[config.mk]
export PLATFORM = sky130hd
export DESIGN_NAME = ee_toggle_poller
export DESIGN_NICKNAME = d
export VERILOG_FILES = /design/src/rtl/ee_poll_pkg.sv /design/src/rtl/tpoll_cycle_timer.sv /design/src/rtl/tpoll_toggle_track.sv /design/src/rtl/ee_toggle_poller.sv
export SDC_FILE = /design/constraint.sdc
export NUM_CORES = 1
export LEC_CHECK = 0
export BUFFER_PORTS_ARGS = -buffer_cell sky130_fd_sc_hd__buf_4
export CORE_UTILIZATION = 43
export DETAILED_ROUTE_END_ITERATION = 7
export GPL_ROUTABILITY_DRIVEN = 0
export PLACE_DENSITY = 0.77
export SETUP_SLACK_MARGIN = 0.5
export SLEW_MARGIN = 15
export SYNTH_ARGS = -nofsm -noshare
export SYNTH_HDL_FRONTEND = slang
export SYNTH_SLANG_ARGS = --single-unit
export TNS_END_PERCENT = 30
[constraint.sdc]
create_clock -name clk -period 1.5 [get_ports clk]
set_input_delay 0.225 -clock clk [delete_from_list [all_inputs] [get_ports clk]]
set_output_delay 0.225 -clock clk [all_outputs]
set_load 0.01 [all_outputs]
[src/rtl/ee_poll_pkg.sv]
`timescale 1ns/1ps
package ee_poll_pkg;

  typedef enum logic [2:0] {
    ST_IDLE,
    ST_WR_SETUP,
    ST_WR_PULSE,
    ST_WR_HOLD,
    ST_RD_GAP,
    ST_RD_ACC
  } poll_state_e;

  // Two successive status samples agree and a previous one exists.
  function automatic logic status_settled(input logic have_prev, input logic prev_b,
                                          input logic cur_b);
    return have_prev && (prev_b == cur_b);
  endfunction

  // The read in progress is the last one allowed.
  function automatic logic is_last_poll(input int unsigned done_reads,
                                        input int unsigned limit);
    return (done_reads + 1) >= limit;
  endfunction

endpackage

[src/rtl/tpoll_cycle_timer.sv]
`timescale 1ns/1ps
module tpoll_cycle_timer #(
  parameter int W = 3
) (
  input  logic         clk,
  input  logic         rst_n,
  input  logic         load_i,
  input  logic [W-1:0] load_val_i,
  output logic         zero_o
);
  logic [W-1:0] cnt_q;

  always_ff @(posedge clk) begin
    if (!rst_n)               cnt_q <= '0;
    else if (load_i)          cnt_q <= load_val_i;
    else if (cnt_q != '0)     cnt_q <= cnt_q - 1'b1;
  end

  assign zero_o = (cnt_q == '0);
endmodule

[src/rtl/tpoll_toggle_track.sv]
`timescale 1ns/1ps
module tpoll_toggle_track
  import ee_poll_pkg::*;
(
  input  logic clk,
  input  logic rst_n,
  input  logic clear_i,
  input  logic sample_i,
  input  logic bit_i,
  output logic match_o
);
  logic prev_q;
  logic have_q;

  always_ff @(posedge clk) begin
    if (!rst_n) begin
      prev_q <= 1'b0;
      have_q <= 1'b0;
    end else if (clear_i) begin
      have_q <= 1'b0;
    end else if (sample_i) begin
      prev_q <= bit_i;
      have_q <= 1'b1;
    end
  end

  assign match_o = sample_i && status_settled(have_q, prev_q, bit_i);
endmodule

[src/rtl/ee_toggle_poller.sv]
`timescale 1ns/1ps
module ee_toggle_poller
  import ee_poll_pkg::*;
#(
  parameter int ADDR_W       = 15,
  parameter int DATA_W       = 8,
  parameter int POLL_BIT     = 6,
  parameter int WR_PULSE_CYC = 4,
  parameter int ACC_CYC      = 3,
  parameter int MAX_POLLS    = 16
) (
  input  logic              clk,
  input  logic              rst_n,
  input  logic              start_i,
  input  logic [ADDR_W-1:0] addr_i,
  input  logic [DATA_W-1:0] data_i,
  output logic              busy_o,
  output logic              done_o,
  output logic              timeout_o,
  output logic [ADDR_W-1:0] mem_addr_o,
  input  logic [DATA_W-1:0] mem_dq_i,
  output logic [DATA_W-1:0] mem_dq_o,
  output logic              mem_dq_oe_o,
  output logic              mem_ce_n_o,
  output logic              mem_oe_n_o,
  output logic              mem_we_n_o
);
  localparam int TMR_MAX = (WR_PULSE_CYC > ACC_CYC) ? WR_PULSE_CYC : ACC_CYC;
  localparam int TMR_W   = $clog2(TMR_MAX + 1);
  localparam int PC_W    = $clog2(MAX_POLLS + 1);

  poll_state_e       st_q, st_d;
  logic [ADDR_W-1:0] addr_q;
  logic [DATA_W-1:0] data_q;
  logic [PC_W-1:0]   polls_q;
  logic              done_q, tmo_q;

  logic              tmr_load;
  logic [TMR_W-1:0]  tmr_val;
  logic              tmr_zero;

  // Named internal events
  logic accept_evt, sample_evt, match_evt, give_up_evt;
  logic unused_dq;

  assign accept_evt  = (st_q == ST_IDLE) && start_i;
  assign sample_evt  = (st_q == ST_RD_ACC) && tmr_zero;
  assign give_up_evt = sample_evt && !match_evt
                       && is_last_poll(int'(polls_q), MAX_POLLS);
  assign unused_dq   = ^mem_dq_i;

  assign tmr_load = (st_q == ST_WR_SETUP) || (st_q == ST_RD_GAP);
  assign tmr_val  = (st_q == ST_WR_SETUP) ? TMR_W'(WR_PULSE_CYC - 1)
                                          : TMR_W'(ACC_CYC - 1);

  tpoll_cycle_timer #(.W(TMR_W)) u_timer (
    .clk        (clk),
    .rst_n      (rst_n),
    .load_i     (tmr_load),
    .load_val_i (tmr_val),
    .zero_o     (tmr_zero)
  );

  tpoll_toggle_track u_track (
    .clk      (clk),
    .rst_n    (rst_n),
    .clear_i  (accept_evt),
    .sample_i (sample_evt),
    .bit_i    (mem_dq_i[POLL_BIT]),
    .match_o  (match_evt)
  );

  always_comb begin
    st_d = st_q;
    unique case (st_q)
      ST_IDLE:     if (start_i) st_d = ST_WR_SETUP;
      ST_WR_SETUP: st_d = ST_WR_PULSE;
      ST_WR_PULSE: if (tmr_zero) st_d = ST_WR_HOLD;
      ST_WR_HOLD:  st_d = ST_RD_GAP;
      ST_RD_GAP:   st_d = ST_RD_ACC;
      ST_RD_ACC: begin
        if (sample_evt) begin
          if (match_evt || give_up_evt) st_d = ST_IDLE;
          else                          st_d = ST_RD_GAP;
        end
      end
      default:     st_d = ST_IDLE;
    endcase
  end

  always_ff @(posedge clk) begin
    if (!rst_n) begin
      st_q    <= ST_IDLE;
      addr_q  <= '0;
      data_q  <= '0;
      polls_q <= '0;
      done_q  <= 1'b0;
      tmo_q   <= 1'b0;
    end else begin
      st_q   <= st_d;
      done_q <= match_evt;
      if (accept_evt) begin
        addr_q  <= addr_i;
        data_q  <= data_i;
        polls_q <= '0;
        tmo_q   <= 1'b0;
      end else if (sample_evt) begin
        polls_q <= polls_q + 1'b1;
        if (give_up_evt) tmo_q <= 1'b1;
      end
    end
  end

  assign busy_o      = (st_q != ST_IDLE);
  assign done_o      = done_q;
  assign timeout_o   = tmo_q;
  assign mem_addr_o  = addr_q;
  assign mem_dq_o    = data_q;
  assign mem_dq_oe_o = (st_q == ST_WR_SETUP) || (st_q == ST_WR_PULSE) || (st_q == ST_WR_HOLD);
  assign mem_ce_n_o  = !(mem_dq_oe_o || (st_q == ST_RD_ACC));
  assign mem_oe_n_o  = !(st_q == ST_RD_ACC);
  assign mem_we_n_o  = !(st_q == ST_WR_PULSE);
endmodule

==> results <==
- The run finished with clean final reports.
- The count of TritonRoute iterations in the first routing pass is 4.
- The number of clock sinks is 38.
- The internal power of the cells totals between 2 and 3 mW.
- The effective utilization at floorplan is about 45%.
- For this run, design rule violations remaining after detail routing come to 0.
- The clock latency at the later pin of the worst-skew pair is between 200 and 300 ps.
- The die is 63.9 µm wide.
- The initialized floorplan defines 22 standard-cell rows.
- The share of total power in sequential cells is between 30% and 40%.
- After technology mapping, the gate count stands at around 190.
- The distinct cell type count of the synthesized netlist is 33.
- The path category of the worst min-delay check is in2reg.
- Counting every net in the synthesized netlist gives between 200 and 250.
- Of the cells placed in the final design, the portion with a size suffix greater than 1 is between 40% and 50%.
- The I/O pin count is between 60 and 70.
- After legalization and detailed placement, the total HPWL measured ~2.1 mm.
- In this run, synthesis produced a sequential element count of 38.
- The actual slew at the worst max-slew pin is approximately 280 ps.
- The share of the clock period used by the worst path after layout is around 93%.
- Of all flip-flops after synthesis, the portion carrying an async set or reset was 0%.
- The sequential fraction of the synthesis area is 46.2%.
- The startpoint type of the worst setup path is a flop.
- Buffers inserted during clock tree synthesis total 5.
- The region available for standard cell placement spans ~0.0037 mm².
- The master cell of the clock root buffer is sky130_fd_sc_hd__clkbuf_8.
- The number of warnings issued by yosys is 0.
- The clock transition time at the flip-flop clock pins of the worst setup and hold paths is about 70 ps.
- The first global-routing pass estimated just over 6 mm of wire.
- The worst pin sits at a relative slew slack of between 80% and 90%.
- The smallest clock period supported by the final layout is computed as ~1400 ps.
- The average wire per cell in the routed design is about 12 µm.
- The CTS tree is built.
- In the routed layout, each cell is associated on average with a via count of 4.71.
- The category of the worst setup path capture point is a flop.
- The post-route setup TNS is 0 ps.
- Summed over all cells, the static leakage comes to around 1.1 nW.
- The level count of the clock H-tree is 2.
- The synthesized area is ~0.0016 mm².
- The flip-flop cell with the highest count after synthesis is sky130_fd_sc_hd__dfxtp_1.
- The data arrival time of the critical path is roughly 1600 ps.
- The final-stage net count is 299.
- Net switching is 33.6% of the power.
- The antenna diode instance count is 0.
- The final non-filler cell total is 310.
- The number of port buffers is 56.
- Per report_power, the clock group accounts for about a fifth of the total.
- The net switching power is 1.39 mW.
- The final layout contains routed wiring with a total length of 3.61 mm.
- The first routing iteration left between 60 and 70 violations.
- The fraction of power consumed by combinational cells is 46.0%.
- The placed instance count is between 200 and 300.
- The number of nets with antenna violations after detailed routing is 0.
- The number of global-route vias before repair is around 1.4k.
- The routed layout has 1461 vias.
- The all-layer global routing usage is about a fifth.
- Yosys mapped a number of flops with a built-in enable equal to 0.
- The y dimension of the die is between 60 and 70 µm.
- Across the VDD grid, the largest voltage drop is ~0.0013 V.
- The startpoint-to-endpoint class of the critical path is reg2reg.
- Setup violations remaining at the end of the flow were counted as 0.
- The synthesized area divided by synthesized cell count is ~8.6 µm².
- The highest clock rate is 717 MHz.
- The initial antenna violation count is 0.
- Across the run, the number of max-cap violations was 0.
- The number of endpoints with negative hold slack in the final report is 0.
- The die covers just over 0.004 mm².
- Relative to the synthesized area, the layout overhead comes to 46.5%.
- Setup repair after global routing could not meet its margin everywhere.
- The count of pins over their slew limit is 0.
- Of all nets on the critical path, the largest fanout is 5.
- The sum of overflow across all layers after global routing is 0.
- The critical path data required time is 1680 ps.
- The maximum clock insertion buffer count is 2.
- The largest net degree at the start of global routing is 34.
- After clock tree synthesis, the flow added hold-fix buffers numbering 0.
- The ratio of total power to cell area is around 1700 mW/mm².
- The setup clock skew after layout is between 7 and 8 ps.
==> cells in the final DEF, fill, tap and decap left out, drive strengths merged <==
| master | n |
|---|---|
| inv | 6 |
| o21a | 1 |
| nor2b | 2 |
| nand3b | 1 |
| mux2i | 3 |
| and2 | 1 |
| buf | 76 |
| o22a | 1 |
| ha | 3 |
| nand3 | 1 |
| and2b | 1 |
| clkbuf | 6 |
| nand2b | 1 |
| and3 | 1 |
| o21ai | 3 |
| nand4 | 1 |
| a21oi | 1 |
| and4b | 1 |
| dfxtp | 38 |
| nand2 | 59 |
| nor2 | 15 |
| nor3b | 1 |
| bufinv | 1 |
| a41o | 1 |
| nor3 | 1 |
| a21boi | 25 |
| a2bb2oi | 1 |
| xor2 | 3 |
| xnor2 | 5 |
| a211oi | 1 |
| a21o | 1 |
==> timing repair <==
action | 4_1_cts | 5_1_grt
resized for setup | 22 | 6
endpoints found under the setup margin | 43 | 53
pin swaps | 7 | 5
buffers inserted | 13 | 0
gates cloned | 1 | 0
==> flip-flops by register name (all words and copies together) (netlist names) <==
register and flops:
u_track.have_q 1, u_timer.cnt_q 3, timeout_o 1, st_q 3, u_track.prev_q 1, done_o 1, mem_dq_o 8, mem_addr_o 15
polls_q 5
==> worst paths after layout <==
| check | startpoint | to | slack (ps) | cells past startpoint |
|---|---|---|---|---|
| worst max-delay path | u_timer.cnt_q[0] | polls_q[4] | 110 | 8 |
| worst min-delay path | data_i[5] | mem_dq_o[5] | 180 | 3 |
| worst max register to register | u_timer.cnt_q[0] | polls_q[4] | 110 | 8 |
| worst min register to register | mem_dq_o[5] | mem_dq_o[5] | 460 | 2 |
==> power groups by stage <==
stage          clock, mW  combinational (mW)  sequential, mW
2_1_floorplan          0                1.04            1.39
3_3_place_gp           0                1.56            1.35
3_5_place_dp           0                1.58            1.36
4_1_cts            0.891                1.83            1.34
5_1_grt            0.932                2.14            1.39
6_report           0.874                1.91            1.36
==> synth_stat cells (2+ instances only) <==
| master | number | share of area [%] |
|---|---|---|
| sky130_fd_sc_hd__clkbuf_1 | 5 | 1.1 |
| sky130_fd_sc_hd__nor2b_1 | 2 | 0.76 |
| sky130_fd_sc_hd__buf_6 | 5 | 3.4 |
| sky130_fd_sc_hd__xnor2_1 | 5 | 2.7 |
| sky130_fd_sc_hd__o21ai_0 | 3 | 0.91 |
| sky130_fd_sc_hd__xor2_1 | 3 | 1.6 |
| sky130_fd_sc_hd__ha_1 | 3 | 2.3 |
| sky130_fd_sc_hd__nor2_1 | 15 | 3.4 |
| sky130_fd_sc_hd__mux2i_1 | 3 | 1.8 |
| sky130_fd_sc_hd__a21boi_0 | 20 | 9.1 |
| sky130_fd_sc_hd__inv_1 | 6 | 1.4 |
| sky130_fd_sc_hd__dfxtp_1 | 38 | 46 |
| sky130_fd_sc_hd__nand2_1 | 59 | 13 |
| sky130_fd_sc_hd__a21boi_1 | 5 | 2.3 |
==> layout make-up <==
type,count,area (µm²)
sequential,38,776
tap,48,60.1
timing repair buffer,76,609
inverter,6,25.0
clock inverter,1,30.0
fill,317,1250
clock buffer,6,82.6
multi-input combinational,135,831
==> stage by stage <==
stage	setup slack, ps	util [%]	power [mW]	hold slack [ps]	area (µm²)
5_1_grt	60.9	65.9	4.46	190	2410
4_1_cts	106	65.5	4.06	177	2400
2_1_floorplan	148	-	2.42	360	1680
3_5_place_dp	52.6	58.1	2.94	450	2130
6_report	106	65.9	4.14	180	2410
3_3_place_gp	71.5	58.1	2.91	443	2130
==> cell families (layout without fill, tap and decap cells) <==
| logic type | Yosys count | after routing | share of synthesized area (%) |
|---|---|---|---|
| xor gates and xnor gates | 8 | 8 | 4.25 |
| adders and majority gates | 3 | 3 | 2.28 |
| AOI/OAI and AO/OA | 35 | 35 | 15.8 |
| and+or+nand+nor | 86 | 86 | 23.0 |
| buffers and inverters | 18 | 89 | 6.68 |
| muxes | 3 | 3 | 1.82 |
| DFF | 38 | 38 | 46.2 |
==> metal layers <==
| metal | global-route usage [%] | vias to the layer above | share of wire [%] |
|---|---|---|---|
| met2 | 34.8 | 32 | 52 |
| met4 | 7.67 | 0 | 1.7 |
| met5 | 0 | - | 0 |
| met1 | 21.7 | 667 | 41 |
| li1 | - | 755 | - |
| met3 | 5.71 | 7 | 5.2 |
==> worst max-delay path, stage by stage (launching register included) <==
cell                      delay (ps)
sky130_fd_sc_hd__dfxtp_2         350
sky130_fd_sc_hd__inv_2            40
sky130_fd_sc_hd__ha_4            150
sky130_fd_sc_hd__ha_4            150
sky130_fd_sc_hd__and4b_1         190
sky130_fd_sc_hd__buf_6           140
sky130_fd_sc_hd__nand2_2          50
sky130_fd_sc_hd__xor2_1          150
sky130_fd_sc_hd__nor2_1           70
(Power assumes the default switching activity.)
